### src/rtl/amcg_pkg.sv
`timescale 1ns/1ps
package amcg_pkg;
  localparam int DIV_W    = 11;
  localparam int FLEN_W   = 9;
  localparam int CFG_BITS = 2 + FLEN_W + DIV_W;

  typedef struct packed {
    logic [DIV_W-1:0]  div;
    logic [FLEN_W-1:0] flen;
    logic              tdm;
    logic              en;
  } mclk_cfg_t;

  function automatic mclk_cfg_t unpack_cfg(input logic [CFG_BITS-1:0] w);
    mclk_cfg_t r;
    r.en   = w[0];
    r.tdm  = w[1];
    r.flen = w[2 +: FLEN_W];
    r.div  = w[2+FLEN_W +: DIV_W];
    return r;
  endfunction

  // frame lengths below two are promoted to two
  function automatic logic [FLEN_W-1:0] eff_flen(input logic [FLEN_W-1:0] f);
    return (f < FLEN_W'(2)) ? FLEN_W'(2) : f;
  endfunction
endpackage

### src/rtl/amcg_cfg_reg.sv
`timescale 1ns/1ps
module amcg_cfg_reg
  import amcg_pkg::*;
#(
  parameter int CTL_W = 32
) (
  input  logic             clk,
  input  logic             rst_n,
  input  logic             we,
  input  logic [CTL_W-1:0] wdata,
  output mclk_cfg_t        shadow_o
);
  localparam int RSVD_LO = CFG_BITS;

  // reserved upper bits are dropped here
  logic unused_rsvd;
  assign unused_rsvd = ^wdata[CTL_W-1:RSVD_LO];

  always_ff @(posedge clk) begin
    if (!rst_n)  shadow_o <= '0;
    else if (we) shadow_o <= unpack_cfg(wdata[CFG_BITS-1:0]);
  end
endmodule

### src/rtl/amcg_bit_div.sv
`timescale 1ns/1ps
module amcg_bit_div
  import amcg_pkg::*;
(
  input  logic             clk,
  input  logic             rst_n,
  input  logic             start,
  input  logic             keep,
  input  logic [DIV_W-1:0] div_cur,
  input  logic [DIV_W-1:0] div_nxt,
  output logic             wrap_o,
  output logic             sck_o,
  output logic             fall_o
);
  logic [DIV_W-1:0] cnt_q, cnt_n, low_n;
  logic             run_n, run_q;

  assign wrap_o = (cnt_q == div_cur - DIV_W'(1));

  always_comb begin
    run_n = start | keep;
    cnt_n = (keep && !wrap_o) ? cnt_q + DIV_W'(1) : '0;
    low_n = div_nxt - (div_nxt >> 1);
  end

  always_ff @(posedge clk) begin
    if (!rst_n) begin
      cnt_q  <= '0;
      run_q  <= 1'b0;
      sck_o  <= 1'b0;
      fall_o <= 1'b0;
    end else begin
      cnt_q  <= cnt_n;
      run_q  <= run_n;
      sck_o  <= run_n && (cnt_n >= low_n);
      fall_o <= run_n && (cnt_n == '0);
    end
  end


  fall_single_chk: assert property (@(posedge clk) disable iff (!rst_n)
    fall_o |=> !fall_o);

  fall_on_edge_chk: assert property (@(posedge clk) disable iff (!rst_n)
    ($fell(sck_o) && run_q) |-> fall_o);

  fall_low_chk: assert property (@(posedge clk) disable iff (!rst_n)
    fall_o |-> !sck_o);
endmodule

### src/rtl/amcg_frame_seq.sv
`timescale 1ns/1ps
module amcg_frame_seq
  import amcg_pkg::*;
(
  input  logic              clk,
  input  logic              rst_n,
  input  logic              start,
  input  logic              keep,
  input  logic              step,
  input  logic [FLEN_W-1:0] flen_cur,
  input  logic              tdm_cur,
  input  logic [FLEN_W-1:0] flen_nxt,
  input  logic              tdm_nxt,
  output logic              frame_end_o,
  output logic              ws_o
);
  logic [FLEN_W-1:0] bit_q, bit_n, fcur, fnxt;
  logic              run_n, run_q, ws_n;

  assign fcur        = eff_flen(flen_cur);
  assign frame_end_o = (bit_q == fcur - FLEN_W'(1));

  always_comb begin
    run_n = start | keep;
    fnxt  = eff_flen(flen_nxt);
    if (keep && step) bit_n = frame_end_o ? '0 : bit_q + FLEN_W'(1);
    else if (keep)    bit_n = bit_q;
    else              bit_n = '0;
    if (tdm_nxt) ws_n = (bit_n == fnxt - FLEN_W'(1));
    else         ws_n = (bit_n >= fnxt - (fnxt >> 1));
  end

  always_ff @(posedge clk) begin
    if (!rst_n) begin
      bit_q <= '0;
      run_q <= 1'b0;
      ws_o  <= 1'b0;
    end else begin
      bit_q <= bit_n;
      run_q <= run_n;
      ws_o  <= run_n && ws_n;
    end
  end


  tdm_pulse_pos_chk: assert property (@(posedge clk) disable iff (!rst_n)
    (run_q && tdm_cur && ws_o) |-> frame_end_o);

  bit_range_chk: assert property (@(posedge clk) disable iff (!rst_n)
    run_q |-> (bit_q < fcur));
endmodule

### src/rtl/audio_mclk_gen.sv
`timescale 1ns/1ps
module audio_mclk_gen
  import amcg_pkg::*;
#(
  parameter int CTL_W = 32
) (
  input  logic             clk,
  input  logic             rst_n,
  input  logic             ctl_we,
  input  logic [CTL_W-1:0] ctl_wdata,
  output logic             sck_o,
  output logic             ws_o,
  output logic             sck_fall_o
);
  localparam logic [DIV_W-1:0] MIN_DIV = DIV_W'(2);

  mclk_cfg_t        sh, act_q, act_n;
  logic             running_q, start, keep, wrap, frame_end;
  logic [DIV_W:0]   stop_wait_q;

  amcg_cfg_reg #(.CTL_W(CTL_W)) u_cfg (
    .clk(clk), .rst_n(rst_n), .we(ctl_we), .wdata(ctl_wdata), .shadow_o(sh)
  );

  // sequencing: idle tracks the shadow; running reloads only at frame end
  always_comb begin
    start = 1'b0;
    keep  = 1'b0;
    act_n = act_q;
    if (!running_q) begin
      act_n = sh;
      start = sh.en && (sh.div >= MIN_DIV);
    end else if (!wrap) begin
      keep = 1'b1;
    end else if (!sh.en) begin
      keep = 1'b0;
    end else if (frame_end) begin
      if (sh.div >= MIN_DIV) begin
        keep  = 1'b1;
        act_n = sh;
      end
    end else begin
      keep = 1'b1;
    end
  end

  always_ff @(posedge clk) begin
    if (!rst_n) begin
      running_q <= 1'b0;
      act_q     <= '0;
    end else begin
      running_q <= start | keep;
      act_q     <= act_n;
    end
  end

  amcg_bit_div u_bdiv (
    .clk(clk), .rst_n(rst_n), .start(start), .keep(keep),
    .div_cur(act_q.div), .div_nxt(act_n.div),
    .wrap_o(wrap), .sck_o(sck_o), .fall_o(sck_fall_o)
  );

  amcg_frame_seq u_fseq (
    .clk(clk), .rst_n(rst_n), .start(start), .keep(keep), .step(wrap),
    .flen_cur(act_q.flen), .tdm_cur(act_q.tdm),
    .flen_nxt(act_n.flen), .tdm_nxt(act_n.tdm),
    .frame_end_o(frame_end), .ws_o(ws_o)
  );

  always_ff @(posedge clk) begin
    if (!rst_n)                   stop_wait_q <= '0;
    else if (running_q && !sh.en) stop_wait_q <= stop_wait_q + 1'b1;
    else                          stop_wait_q <= '0;
  end


  idle_quiet_chk: assert property (@(posedge clk) disable iff (!rst_n)
    !running_q |-> (!sck_o && !ws_o && !sck_fall_o));

  run_needs_en_chk: assert property (@(posedge clk) disable iff (!rst_n)
    running_q |-> act_q.en);

  ws_on_fall_chk: assert property (@(posedge clk) disable iff (!rst_n)
    (running_q && !$stable(ws_o)) |-> sck_fall_o);

  stop_latency_chk: assert property (@(posedge clk) disable iff (!rst_n)
    running_q |-> (stop_wait_q < {1'b0, act_q.div}));

  cfg_hold_chk: assert property (@(posedge clk) disable iff (!rst_n)
    (running_q && !$stable(act_q)) |-> sck_fall_o);
endmodule

### config.mk
export PLATFORM = sky130hd
export DESIGN_NAME = audio_mclk_gen
export DESIGN_NICKNAME = d
export VERILOG_FILES = /design/src/rtl/amcg_pkg.sv /design/src/rtl/amcg_cfg_reg.sv /design/src/rtl/amcg_bit_div.sv /design/src/rtl/amcg_frame_seq.sv /design/src/rtl/audio_mclk_gen.sv
export SDC_FILE = /design/constraint.sdc
export NUM_CORES = 1
export LEC_CHECK = 0
export CAP_MARGIN = 40
export CORE_MARGIN = 2
export CORE_UTILIZATION = 45
export CTS_BUF_LIST = sky130_fd_sc_hd__clkbuf_8 sky130_fd_sc_hd__clkbuf_16
export DETAILED_ROUTE_END_ITERATION = 12
export HOLD_SLACK_MARGIN = 0.03
export PLACE_DENSITY = 0.73
export SLEW_MARGIN = 40
export SYNTH_ARGS = -nofsm -noshare
export SYNTH_HDL_FRONTEND = slang
export SYNTH_SLANG_ARGS = --single-unit
### constraint.sdc
create_clock -name clk -period 9.1 [get_ports clk]
set_input_delay 1.82 -clock clk [delete_from_list [all_inputs] [get_ports clk]]
set_output_delay 1.82 -clock clk [all_outputs]
set_load 0.02 [all_outputs]
# Word-level counts from Yosys, hierarchy flattened
# Index checks and enable logic that the tools add are counted.
# Widths: inputs -> output; s select.
# classes
addsub,7
mul,0
n_div,0
order_cmp,5
eq_ne,3
n_shift,0
n_mux,18
n_bitwise,1
reduce_logical,8
# ops
op,n
$mux 22,5
$mux 9,5
$eq 9x9->1,2
$lt 9x2->1 const B,2
$sub 9x1->9 const B,2
$add 11x1->11 const B,1
$eq 11x11->1,1
$ge 11x11->1,1
$ge 11x2->1 const B,1
$logic_not 11->1,1
$mux 11,1
$sub 11x1->11 const B,1
$sub 11x10->11,1
$add 9x1->9 const B,1
$ge 9x9->1,1
$sub 9x8->9,1
$mux 1,7
$logic_and 1x1->1,6
$logic_not 1->1,1
$or 1x1->1,1
# word_totals
regBits,67
latch_bits,0
ramBits,0
rom_bits,0
inputBits,35
output_inout_bits,3
mem_count,0

# Depth between registers and ports, before layout
# logic_depth
ltp_word,14
mapped_depth,37

# Cells and area by module
# Synthesis repeated with hierarchy kept, for this count alone.
# unflattened
hier_cells,682
hier_area_um2,5728.0
# by_module_without_submodules
module,instances,cells_each,area_each_um2,seq_area_each_um2
amcg_frame_seq,1,265,2004.4,200.2
amcg_bit_div,1,217,1700.4,260.2
audio_mclk_gen,1,129,1166.1,440.4
amcg_cfg_reg,1,71,857.1,440.4

# Least setup slack after synthesis
# Ideal clock, no wire load.
# synth_path
kind,flip-flop to flip-flop
from,register act_q[5] (netlist bit)
to,register u_fseq.ws_o
setup_time_ps,84
t_arrival_ps,6811
t_required_ps,9016
path_slack_ps,2204
path_stages_with_launch,37
n_path_buf,6
synth_period_minus_slack_ps,6896
path_cell_list,dfxtp_1 buf_6 or4_1 o21ai_1 ha_1 nand2b_1 nor4_1 xnor2_1 nor3_2 o211ai_2 o31ai_4 buf_6 buf_6 buf_6 buf_2 mux2i_1 ha_1 and2_1 clkbuf_1 a21oi_1 mux2_2 ha_1 inv_1 ha_1 a221oi_2 o31ai_1 a221oi_1 o21bai_1 a21oi_1 xnor2_1 ha_1 nand2_1 o21ai_0 o21ai_0 nor3_1 o2111ai_1 o31ai_2
# synth_between
elab_chain_len,14
elab_cells_between_ends,26
classes_between,3 x add/sub; 3 x order compare; 2 x eq/ne; 15 x mux; 1 x bitwise; 2 x reduce/logical
# synth_rtl
element,line,source
start: declaration,audio_mclk_gen.sv:17,"mclk_cfg_t sh, act_q, act_n;"
start signal: assignment,audio_mclk_gen.sv:53,act_q <= act_n;
$lt 9x2->1,amcg_pkg.sv:25,return (f < FLEN_W'(2)) ? FLEN_W'(2) : f;
$mux 9,amcg_pkg.sv:25,
$sub 9x1->9,amcg_frame_seq.sv:21,assign frame_end_o = (bit_q == fcur - FLEN_W'(1));
$eq 9x9->1,amcg_frame_seq.sv:21,
$mux 22,audio_mclk_gen.sv:37,end else if (frame_end) begin
$mux 22,audio_mclk_gen.sv:35,end else if (!sh.en) begin
$mux 22,audio_mclk_gen.sv:33,end else if (!wrap) begin
$mux 22,audio_mclk_gen.sv:30,if (!running_q) begin
$lt 9x2->1,amcg_pkg.sv:25,
$mux 9,amcg_pkg.sv:25,
$sub 9x8->9 / $sub 9x1->9 (equally long branches),"amcg_frame_seq.sv:30, amcg_frame_seq.sv:29",
$ge 9x9->1 / $eq 9x9->1 (equally long branches),"amcg_frame_seq.sv:30, amcg_frame_seq.sv:29",
$mux 1,amcg_frame_seq.sv:29,if (tdm_nxt) ws_n = (bit_n == fnxt - FLEN_W'(1));
$logic_and 1x1->1 (*),amcg_frame_seq.sv:41,ws_o <= run_n && ws_n;
end signal: assignment,amcg_frame_seq.sv:41,
end: declaration,amcg_frame_seq.sv:15,output logic ws_o
# Every way passes the cells marked *; elsewhere a longest branch is shown, timed or not. The select of a mux whose other input is x is not followed.
# A chain may end at the register's enable or synchronous reset.

# Worst setup path after layout
# Same ends and word-level chain as after synthesis.

==> run metrics <==
Post-Layout Cell Count=799; ant diodes=0; startpoint types=register; CP max stage delay=550 ps; Async S/R FF share, synth=0%; most used flip-flop cell after synthesis=dfxtp_1; overall routing resource usage=21.3%; share of cells above drive strength 1=6.55%; Buffers on Ports=27; GPL Wtd Cong=0.928; Clock Latency Late Sink=350 ps; RSZ-0062 raised after global routing=no; dpl hpwl=9.89 mm; vias in the first global route=4566; clock slew at reported path FFs=60 ps; gr busiest metal=met2; Die H=113 um; placed cells=783; number of core rows=39; Final Power=1.05 mW; TritonRoute pass-1 iters=5; largest net degree at the start of global routing=60; EDFF count, synth=0; final hold vios=0; Total Routed Length=13.1 mm; Synth cell types=68; register area share after synthesis=25.0%; main area contributors after synthesis=dfxtp_1 25%, ha_1 12%, mux2i_1 8.6%; status=finished clean; DRT iter0 DRCs=241; hold crit path type=reg2reg; WL per Instance=16.4 um; CTS tree=built; CP bufs+invs=1; fill count=1051; most common cell after layout, fill and taps aside=dfxtp_1; CTS Sinks=67; CP max FO=9; Post-Syn Nets=720; Max VDD drop=0.135 mV; vias per inst=5.76; crit-path most repeated cell=ha_1; GRT overflow=0; met1 usage=27.9%; M2 GR Usage=35.6%; post-CTS sizing=0; Worst Skew=7.87 ps; final worst-path cycle share=79.8%; average cell area after synthesis=8.49 um2; initial core utilization=46.7%; Pins Over Slew Limit=0; P per Cell Area=171 nW/um2; crit path DAT=7530 ps; Die Wd=113 um; Area Overhead vs Synth=13.5%; Worst path slowest cell=or4_1; Ports=38; most frequent cells in the layout=67 x dfxtp_1, 51 x ha_1, 47 x nor2b_1; setup_tns=0 ps; CP top delay family=compound AO/OA/AOI/OAI gates; WP data required=9370 ps; antenna violations before repair=0; Max Cap Viol=0; Crit. End Element=register; Synth Warn #=0; Post-Syn Area=5370 um2; Num CTS Buffers=9; hold_buf cts=0; Core Area=11500 um2; WS Path Type=reg2reg; number of buffers added for setup after CTS=0; Final setup viols=0; leak pwr=2.68 nW; flip-flop and latch count after synthesis=67; clock period minus worst slack=7260 ps; die area=12800 um2; CTS Root Cell=clkbuf_16; met3 Use GR=1.82%; CTS H-tree lvls=3; first-pass GRT wire length=22.0 mm; Mapped Cells=633; vias=4604; worst-margin pin slew=705 ps; dominant cell type by area after synthesis=dfxtp_1; ANT nets after route=0; Yosys top cell area share=25.0%; Nets=738; fmax=138 MHz; slew margin rel.=51.7%; drt drc=0; Clock Tree Buf Depth=2
-- layer usage --
metal / up-vias / share of wire [%]
li1: 2259 / -
met5: - / 0
met3: 25 / 4.5
met4: 0 / 2.8
met2: 143 / 47
met1: 2177 / 46
-- registers in the layout, indices dropped and copies added, names as in the netlist --
name and cells:
running_q 1, u_cfg.shadow_o 22, u_bdiv.fall_o 1, u_bdiv.cnt_q 11, u_fseq.ws_o 1, u_fseq.bit_q 9, act_q 21, u_bdiv.sck_o 1
-- cell usage after synthesis, drive strengths merged, types with 2 or more instances --
cell,count
o21ai,24
o31ai,6
and2,21
nand4,8
mux2,3
nor3,14
inv,45
a31oi,6
nand3,16
ha,51
o21a,7
o211ai,4
nand4b,2
mux2i,46
and4,4
xor2,25
nand2,30
or4,4
a21boi,2
dfxtp,67
o21bai,3
nor2b,47
buf,8
o2111ai,4
nor4,11
a21o,10
xnor2,34
nand2b,12
a221oi,2
and3,5
clkbuf,16
a21oi,26
nor2,41
or3,5
nand3b,5
-- where the power goes --
group | switching, mW | total, mW | internal [mW]
combinational | 0.156 | 0.289 | 0.133
clock | 0.141 | 0.436 | 0.295
sequential | 0.0159 | 0.320 | 0.304
total | 0.313 | 1.05 | 0.733
-- final cells by class --
| class | count | area (um2) | share of cell area (%) |
|---|---|---|---|
| tap | 143 | 179 | 2.93 |
| inverter | 46 | 173 | 2.83 |
| clock inverter | 7 | 140 | 2.30 |
| multi-input combinational | 496 | 3740 | 61.3 |
| timing repair buffer | 31 | 300 | 4.93 |
| sequential | 67 | 1340 | 22.0 |
| clock buffer | 9 | 225 | 3.69 |
-- worst reg2reg max path, delay by kind of cell, from the launching register on --
family,cells,cell delay [ps]
AOI/OAI and AO/OA,13,2970
and+or+nand+nor,7,1510
adders and majority gates,5,1260
muxes,2,730
DFF,1,410
xor gates and xnor gates,2,260
buffers and inverters,1,50
-- through the flow --
step	area, um2	setup slack [ps]	util [%]	hold WS, ps
3_3_place_gp	5730	2170	49.7	508
3_5_place_dp	5730	1930	49.7	515
5_1_grt	6100	1140	52.9	563
4_1_cts	6090	1880	52.9	527
6_report	6100	1840	52.9	521
2_1_floorplan	5370	2200	-	482
-- cell families after synthesis --
logic type | share of synthesized area [%]
compound gates | 14.1
xor+xnor | 10.0
fa+ha+maj | 12.2
buf+inv | 5.52
flops | 25.0
mux | 9.20
simple gates | 24.0
-- worst paths after layout --
kind | startpoint | endpoint | slack (ps) | depth (start not counted)
max reg2reg | act_q[5]$_SDFF_PN0_ | u_fseq.ws_o$_SDFF_PN0_ | 1840 | 30
max | act_q[5]$_SDFF_PN0_ | u_fseq.ws_o$_SDFF_PN0_ | 1840 | 30
min | u_cfg.shadow_o[9]$_SDFFE_PN0P_ | u_cfg.shadow_o[9]$_SDFFE_PN0P_ | 520 | 2
min reg2reg | u_cfg.shadow_o[9]$_SDFFE_PN0P_ | u_cfg.shadow_o[9]$_SDFFE_PN0P_ | 520 | 2
No activity file was read; power rests on OpenSTA's default activity.
